$ cat config.mk
export PLATFORM = sky130hd
export DESIGN_NAME = uart_modem_ctl
export DESIGN_NICKNAME = d
export VERILOG_FILES = /design/src/rtl/uart_mdm_pkg.sv /design/src/rtl/mdm_sync.sv /design/src/rtl/mdm_ctl_reg.sv /design/src/rtl/mdm_stat_reg.sv /design/src/rtl/uart_modem_ctl.sv
export SDC_FILE = /design/constraint.sdc
export NUM_CORES = 1
export LEC_CHECK = 0
export CAP_MARGIN = 20
export CORE_ASPECT_RATIO = 0.9
export CORE_MARGIN = 1
export CORE_UTILIZATION = 47
export CTS_CLUSTER_SIZE = 10
export DETAILED_ROUTE_END_ITERATION = 10
export PLACE_DENSITY = 0.85
export SLEW_MARGIN = 20
export SYNTH_ARGS = -nofsm -noshare
export SYNTH_HDL_FRONTEND = slang
export SYNTH_HIERARCHICAL = 1
export SYNTH_SLANG_ARGS = --single-unit
$ cat constraint.sdc
create_clock -name clk -period 2.64 [get_ports clk]
set_clock_uncertainty 0.1 [all_clocks]
set_input_delay 0.396 -clock clk [delete_from_list [all_inputs] [get_ports clk]]
set_output_delay 0.396 -clock clk [all_outputs]
set_load 0.01 [all_outputs]
$ cat src/rtl/uart_mdm_pkg.sv
package uart_mdm_pkg;
   localparam int CTL_W    = 5;
   localparam int B_DTR    = 0;
   localparam int B_RTS    = 1;
   localparam int B_AUX1   = 2;
   localparam int B_AUX2   = 3;
   localparam int B_LOOP   = 4;
   localparam int LINE_W   = 4;
   localparam int L_CTS    = 0;
   localparam int L_DSR    = 1;
   localparam int L_RI     = 2;
   localparam int L_DCD    = 3;
   localparam int BYTE_W   = 8;
   localparam logic A_CTL  = 1'b0;
   localparam logic A_STAT = 1'b1;
endpackage

$ cat src/rtl/mdm_sync.sv
module mdm_sync #(
   parameter int WIDTH  = 4,
   parameter int STAGES = 2
) (
   input  logic             clk,
   input  logic             rst_n,
   input  logic [WIDTH-1:0] d_i,
   output logic [WIDTH-1:0] q_o
);
   initial assert (STAGES >= 2) else $fatal(1, "mdm_sync: STAGES below 2");

   logic [WIDTH-1:0] chain_q [STAGES];

   genvar s;
   generate
      for (s = 0; s < STAGES; s++) begin : g_stage
         if (s == 0) begin : g_first
            always_ff @(posedge clk or negedge rst_n) begin
               if (!rst_n) chain_q[0] <= '0;
               else        chain_q[0] <= d_i;
            end
         end else begin : g_next
            always_ff @(posedge clk or negedge rst_n) begin
               if (!rst_n) chain_q[s] <= '0;
               else        chain_q[s] <= chain_q[s-1];
            end
         end
      end
   endgenerate

   assign q_o = chain_q[STAGES-1];
endmodule

$ cat src/rtl/mdm_ctl_reg.sv
module mdm_ctl_reg
   import uart_mdm_pkg::*;
#(
   parameter bit PARK_AUX = 1'b0
) (
   input  logic              clk,
   input  logic              rst_n,
   input  logic              we_i,
   input  logic [CTL_W-1:0]  wdata_i,
   output logic [CTL_W-1:0]  ctl_o,
   output logic [LINE_W-1:0] lb_o,
   output logic              dtr_o,
   output logic              rts_o,
   output logic              aux1_o,
   output logic              aux2_o
);
   logic [CTL_W-1:0] ctl_q;
   logic             loop;

   always_ff @(posedge clk or negedge rst_n) begin
      if (!rst_n)    ctl_q <= '0;
      else if (we_i) ctl_q <= wdata_i;
   end

   assign loop  = ctl_q[B_LOOP];
   assign ctl_o = ctl_q;

   assign lb_o[L_CTS] = ctl_q[B_RTS];
   assign lb_o[L_DSR] = ctl_q[B_DTR];
   assign lb_o[L_RI]  = ctl_q[B_AUX1];
   assign lb_o[L_DCD] = ctl_q[B_AUX2];

   assign dtr_o = ctl_q[B_DTR] & ~loop;
   assign rts_o = ctl_q[B_RTS] & ~loop;

   generate
      if (PARK_AUX) begin : g_park
         assign aux1_o = ctl_q[B_AUX1] & ~loop;
         assign aux2_o = ctl_q[B_AUX2] & ~loop;
      end else begin : g_free
         assign aux1_o = ctl_q[B_AUX1];
         assign aux2_o = ctl_q[B_AUX2];
      end
   endgenerate

   AST_LOOP_PARK: assert property (@(posedge clk) disable iff (!rst_n)
      ctl_q[B_LOOP] |-> (!dtr_o && !rts_o));
endmodule

$ cat src/rtl/mdm_stat_reg.sv
module mdm_stat_reg
   import uart_mdm_pkg::*;
(
   input  logic              clk,
   input  logic              rst_n,
   input  logic              loop_i,
   input  logic [LINE_W-1:0] lb_i,
   input  logic [LINE_W-1:0] ext_i,
   input  logic              clr_i,
   output logic [BYTE_W-1:0] stat_o,
   output logic              any_o
);
   logic [LINE_W-1:0] cur, lvl_q, chg_q, set_d;

   assign cur = loop_i ? lb_i : ext_i;

   genvar i;
   generate
      for (i = 0; i < LINE_W; i++) begin : g_det
         if (i == L_RI) begin : g_trail
            assign set_d[i] = lvl_q[i] & ~cur[i];
         end else begin : g_any
            assign set_d[i] = lvl_q[i] ^ cur[i];
         end
      end
   endgenerate

   always_ff @(posedge clk or negedge rst_n) begin
      if (!rst_n) begin
         lvl_q <= '0;
         chg_q <= '0;
      end else begin
         lvl_q <= cur;
         chg_q <= (clr_i ? '0 : chg_q) | set_d;
      end
   end

   assign stat_o = {lvl_q, chg_q};
   assign any_o  = |chg_q;

   AST_TRAIL_ONLY: assert property (@(posedge clk) disable iff (!rst_n)
      $rose(chg_q[L_RI]) |-> ($past(lvl_q[L_RI]) && !lvl_q[L_RI]));
   AST_CHG_STICKY: assert property (@(posedge clk) disable iff (!rst_n)
      !$past(clr_i) |-> ((chg_q & $past(chg_q)) == $past(chg_q)));
   AST_CHG_CLEAR: assert property (@(posedge clk) disable iff (!rst_n)
      ($past(clr_i) && !$past(|set_d)) |-> (chg_q == '0));
endmodule

$ cat src/rtl/uart_modem_ctl.sv
module uart_modem_ctl
   import uart_mdm_pkg::*;
#(
   parameter int SYNC_STAGES = 2,
   parameter bit PARK_AUX    = 1'b0
) (
   input  logic       clk,
   input  logic       rst_n,
   input  logic       wr_en_i,
   input  logic       rd_en_i,
   input  logic       addr_i,
   input  logic [7:0] wdata_i,
   output logic [7:0] rdata_o,
   input  logic       cts_i,
   input  logic       dsr_i,
   input  logic       ri_i,
   input  logic       dcd_i,
   output logic       dtr_o,
   output logic       rts_o,
   output logic       out1_o,
   output logic       out2_o,
   input  logic       msi_en_i,
   input  logic       other_pend_i,
   output logic       msi_o,
   output logic       irq_o,
   output logic       irq_oe_o
);
   localparam int PAD_W = BYTE_W - CTL_W;

   initial assert (SYNC_STAGES >= 2) else $fatal(1, "uart_modem_ctl: SYNC_STAGES below 2");

   logic [CTL_W-1:0]  ctl;
   logic [LINE_W-1:0] lb, ext_raw, ext_s;
   logic [BYTE_W-1:0] stat;
   logic              any_chg, ctl_we, stat_clr, irq_lvl;

   assign ctl_we   = wr_en_i && (addr_i == A_CTL);
   assign stat_clr = rd_en_i && (addr_i == A_STAT);

   assign ext_raw[L_CTS] = cts_i;
   assign ext_raw[L_DSR] = dsr_i;
   assign ext_raw[L_RI]  = ri_i;
   assign ext_raw[L_DCD] = dcd_i;

   mdm_ctl_reg #(.PARK_AUX(PARK_AUX)) u_ctl (
      .clk(clk), .rst_n(rst_n), .we_i(ctl_we), .wdata_i(wdata_i[CTL_W-1:0]),
      .ctl_o(ctl), .lb_o(lb), .dtr_o(dtr_o), .rts_o(rts_o),
      .aux1_o(out1_o), .aux2_o(out2_o)
   );

   mdm_sync #(.WIDTH(LINE_W), .STAGES(SYNC_STAGES)) u_sync (
      .clk(clk), .rst_n(rst_n), .d_i(ext_raw), .q_o(ext_s)
   );

   mdm_stat_reg u_stat (
      .clk(clk), .rst_n(rst_n), .loop_i(ctl[B_LOOP]), .lb_i(lb), .ext_i(ext_s),
      .clr_i(stat_clr), .stat_o(stat), .any_o(any_chg)
   );

   assign rdata_o  = (addr_i == A_STAT) ? stat : {{PAD_W{1'b0}}, ctl};
   assign msi_o    = msi_en_i & any_chg;
   assign irq_lvl  = msi_o | other_pend_i;
   assign irq_oe_o = ctl[B_AUX2];
   assign irq_o    = irq_oe_o & irq_lvl;

   AST_IRQ_RELEASED: assert property (@(posedge clk) disable iff (!rst_n)
      !irq_oe_o |-> !irq_o);
   AST_IRQ_PENDING: assert property (@(posedge clk) disable iff (!rst_n)
      (irq_oe_o && other_pend_i) |-> irq_o);
   AST_MSI_NEEDS_CHG: assert property (@(posedge clk) disable iff (!rst_n)
      msi_o |-> (stat[3:0] != 4'h0));
endmodule

# Word-level counts from Yosys, hierarchy flattened
# Cells that the tools add are included.
# Widths: inputs -> output; s select.
# totals
register_bits,21
latch_bits,0
mem_bits_rw,0
romBits,0
inputBits,19
out_inout_bits,15
wordCells,24
n_memories,0
# classes
add_sub_neg,0
n_mul,0
div,0
magnitude_cmp,0
eq_ne,0
shift,0
n_mux,3
bitwise,13
n_reduce_logical,3
# ops
op,n
$mux 4,2
$mux 8,1
$and 1x1->1,5
$or 4x4->4,1
$reduce_or 4->1,1
$not 1->1,3
$xor 1x1->1,3
$logic_and 1x1->1,2
$or 1x1->1,1

# Logic depth before layout (Yosys ltp)
# Gate-level depths: netlist of the first run.
# logic_depth
word_depth,4
depth_mapped,5
ltp_nobuf,4

# Hierarchy
# The synthesis of the first run kept the hierarchy.
# modules_own_cells
mod,n_inst,cells_per_inst,area_per_inst_um2,seq_area_each_um2
mdm_stat_reg,1,28,364.1,200.2
mdm_ctl_reg,1,18,239.0,125.1
mdm_sync,1,12,230.2,200.2
uart_modem_ctl,1,13,138.9,0.0

# Worst setup path before layout of the first run
# No wires, ideal clock.
# synth_path
path_kind,flip-flop to output port
start,reg u_stat.chg_q[1]
end,out irq_o
t_arrival_ns,1.239
t_required_ns,2.144
slack_ns,0.905
path_stages_with_launch,4
n_path_buf,0
path_cell_list,dfrtp_1 -> or4_1 -> and2_1 -> o21a_1
# synth_via
elab_chain_cells,4
# synth_rtl
item,line_no,text
from (decl),mdm_stat_reg.sv:13,"logic [LINE_W-1:0] cur, lvl_q, chg_q, set_d;"
from (signal assigned),mdm_stat_reg.sv:34,chg_q <= (clr_i ? '0 : chg_q) | set_d;
$reduce_or 4->1,mdm_stat_reg.sv:39,assign any_o = |chg_q;
net any_chg,uart_modem_ctl.sv:35,"logic any_chg, ctl_we, stat_clr, irq_lvl;"
$and 1x1->1,uart_modem_ctl.sv:61,assign msi_o = msi_en_i & any_chg;
net msi_o,uart_modem_ctl.sv:24,"output logic msi_o,"
$or 1x1->1,uart_modem_ctl.sv:62,assign irq_lvl = msi_o | other_pend_i;
$and 1x1->1,uart_modem_ctl.sv:64,assign irq_o = irq_oe_o & irq_lvl;
to (decl),uart_modem_ctl.sv:25,"output logic irq_o,"
# The timed path passes the listed nets, and every way through them passes these cells.

# Worst setup path after layout of the first run
# layout_path
start,reg u_stat.chg_q[1]
end,out irq_o
# layout_via
elab_chain_cells,4
# layout_rtl
item,line_no
$reduce_or 4->1,mdm_stat_reg.sv:39
net any_chg,uart_modem_ctl.sv:35
$and 1x1->1,uart_modem_ctl.sv:61
$or 1x1->1,uart_modem_ctl.sv:62
$and 1x1->1,uart_modem_ctl.sv:64
# The timed path passes the listed nets, and every way through them passes these cells.

==> summary.txt, run 1 <==
Finish
  • Final Instance Area: 1250 µm²
  • Combined area of the multi-input logic cells: 353 µm²
  • Fraction of layout cells with a size suffix above 1: 0.284
  • Synth-to-layout area growth: 28.8%
  • Register area: 526 µm²
  • Fin nets: 115
  • Core Util, Final: 0.648
  • Fillers: 159
  • Fin cells: 120
  • Antenna diodes: 0

Power and ir drop
  • Leakage: 0.532 nW
  • Pwr Density: 618 nW/µm²
  • Max VDD drop: 355 µV

Setup path
  • Critical-path top delay cell: or4_1
  • Crit Path Max Fanout: 3
  • Critical path capture point type: primary output
  • CP arrival: 1.98 ns
  • WS Path Type: reg -> out
  • Critical Path RT: 2.14 ns
  • Worst path cell trace: or4_1 > and2_1 > o21a_1 > clkdlybuf4s50_1
  • Critical path startpoint category: flop
  • Slowest stage delay, CP: 0.50 ns

Yosys
  • Unique masters post-synth: 16
  • Post-Syn Area: 972 µm²
  • Yosys Warn Count: 6
  • Count leader, synth: dfrtp_1
  • Commonest cells in the netlist: dfrtp_1, buf_4, mux2_4, mux2_2, nor2b_1
  • Ranking of synthesized cells by area: dfrtp_1, mux2_4, buf_4
  • Synth area leader: dfrtp_1
  • Post-synth net total: 90
  • Synth top area share: 0.541
  • Post-synth EDFFs: 0
  • Syn Area/Cell: 13.7 µm²
  • Mapped Cells: 71
  • Post-synthesis sequential area ratio: 0.541
  • Most used DFF post-synth: dfrtp_1
  • Synth Register Bits: 21
  • Post-synthesis async set-or-reset flop share: 1.00

Timing
  • Fmax: 404 MHz
  • Crit path time final: 2.48 ns
  • RSZ-0062 raised after global routing: false
  • Final hold viol count: 0
  • Final setup TNS: 0 ns
  • Fin. max-slew vios: 0
  • Crit share post-route: 0.939
  • Max transition margin: 0.718
  • Final setup fails: 0
  • Least-Margin Pin Slew: 0.421 ns
  • Hold_ws: 0.263 ns

Clocking
  • Post-CTS resize count: 0
  • Clock-pin slew on the worst setup and hold paths: 0.11 ns
  • Post-CTS Setup Inserts: 0
  • Worst skew pair latency: 0.29 ns
  • CTS tree: yes
  • Max Buffers Root-to-Sink: 2
  • Hold Buf Count CTS: 0
  • H-Tree Depth: 1
  • CTS sink cnt: 21
  • CTS buffer count: 3
  • CTS Root Cell: clkbuf_4

Route
  • DR vias/cell: 4.75
  • Detailed Routing Iterations Pass 1: 4
  • DRC errors left: 0
  • Vias: 570
  • Wirelength per Cell: 12.3 µm
  • Final wirelength: 1.48 mm
  • Initial drt markers: 5
  • Post-route ant nets: 0

Global routing
  • Vias in the first global route: 563
  • Initial antenna violation count: 0
  • Total track usage: 0.151
  • First-pass GRT wire length: 2.46 mm
  • Largest net degree at the start of global routing: 22
  • Remaining global-route overflow: 0

Placed design
  • Port Buffers: 30
  • Post-Place Cells: 116
  • Placer congestion estimate: 0.703
  • Post-DP Area: 1220 µm²

Floorplanning
  • # IOs: 34
  • Initial Util: 0.503
  • Core area: 1930 µm²
  • Die area: 2250 µm²
  • Die Span X: 49.9 µm
  • Rows: 15
  • Die H: 45.1 µm

Run
  • Max-cap viol count: 0

Min path
  • Class of the worst hold path: reg -> reg

Outcome
  • Outcome: completed
==> sequential cells by signal, summed over array words and instances (netlist names) <==
name and count:
u_stat/chg_q 4, u_sync/chain_q 4, u_sync/q_o 4, u_ctl/ctl_o 5, u_stat/lvl_q 4
==> kinds of logic after synthesis <==
group,after synthesis,share of synthesized area
flip-flops,21,0.541
AO/OA/AOI/OAI,5,0.0296
buffers and inverters,13,0.0965
multiplexers,14,0.193
AND/OR/NAND/NOR,18,0.140
==> area by class of cell <==
type	count	share of cell area
multi-input cells	37	0.282
repair buffers	31	0.246
inverters	2	0.00599
well taps	25	0.0250
clock buffers	3	0.0180
flip-flops and latches	21	0.420
clock inverters	1	0.00400
==> layout by cell type (no fill, tap or decap), drive strengths merged <==
master,instances
clkdlybuf4s50,30
dfrtp,21
mux2,14
nor2b,5
and2,5
and2b,4
clkbuf,3
nor3,3
a21oi,3
inv,2
o21a,1
clkinv,1
buf,1
o22ai,1
or4,1
==> per-layer routing <==
layer | track usage | part of all wire | vias to the layer above
met5 | 0 | 0 | -
met4 | 0.0514 | 0 | 0
met3 | 0.0269 | 0.067 | 0
met2 | 0.273 | 0.47 | 28
met1 | 0.184 | 0.46 | 264
li1 | - | - | 278
==> metrics by stage <==
| stage | total power, W | worst slack (ns) |
|---|---|---|
| 3_3_place_gp | 0.000629 | 0.190 |
| 3_5_place_dp | 0.000638 | 0.185 |
| 2_1_floorplan | 0.000542 | 0.905 |
| 4_1_cts | 0.000783 | 0.140 |
| 6_report | 0.000774 | 0.162 |
| 5_1_grt | 0.000820 | 0.0844 |
==> power breakdown <==
group | total (W) | internal (W) | switching, W
combinational | 0.000227 | 0.000151 | 0.0000763
clock | 0.000146 | 0.0000563 | 0.0000896
sequential | 0.000401 | 0.000363 | 0.0000376
total | 0.000774 | 0.000570 | 0.000204
==> path summary, 6_finish.rpt <==
| check | from | end | slack (ns) | cells past startpoint |
|---|---|---|---|---|
| worst max-delay path | u_stat/chg_q[1]$_DFF_PN0_ | irq_o | 0.16 | 4 |
| worst min-delay path | u_sync/chain_q[7]$_DFF_PN0_ | u_sync/q_o[3]$_DFF_PN0_ | 0.26 | 0 |
| worst max register to register | u_ctl/ctl_o[4]$_DFFE_PN0P_ | u_stat/chg_q[0]$_DFF_PN0_ | 1.31 | 3 |
| worst min register to register | u_sync/chain_q[7]$_DFF_PN0_ | u_sync/q_o[3]$_DFF_PN0_ | 0.26 | 0 |
| max in group asynchronous | rst_n | u_ctl/ctl_o[4]$_DFFE_PN0P_ | 1.91 | 2 |
| min in group asynchronous | rst_n | u_sync/q_o[0]$_DFF_PN0_ | 0.33 | 2 |
==> worst max-delay path: cells and delay by family, from the launching register on <==
| family | cells | cell delay [ns] |
|---|---|---|
| AOI/OAI and AO/OA | 1 | 0.16 |
| DFF | 1 | 0.40 |
| buffers and inverters | 1 | 0.47 |
| and+or+nand+nor | 2 | 0.66 |
No activity file was read; power rests on OpenSTA's default activity.
==> run 2, diff against run 1 <==
--- a/config.mk
+++ b/config.mk
@@ -17,3 +17,4 @@
 export SYNTH_HDL_FRONTEND = slang
 export SYNTH_HIERARCHICAL = 1
 export SYNTH_SLANG_ARGS = --single-unit
+export TNS_END_PERCENT = 20
==> results of run 2 <==
No change in the layout: final DEF, timing and power equal those of run 1.
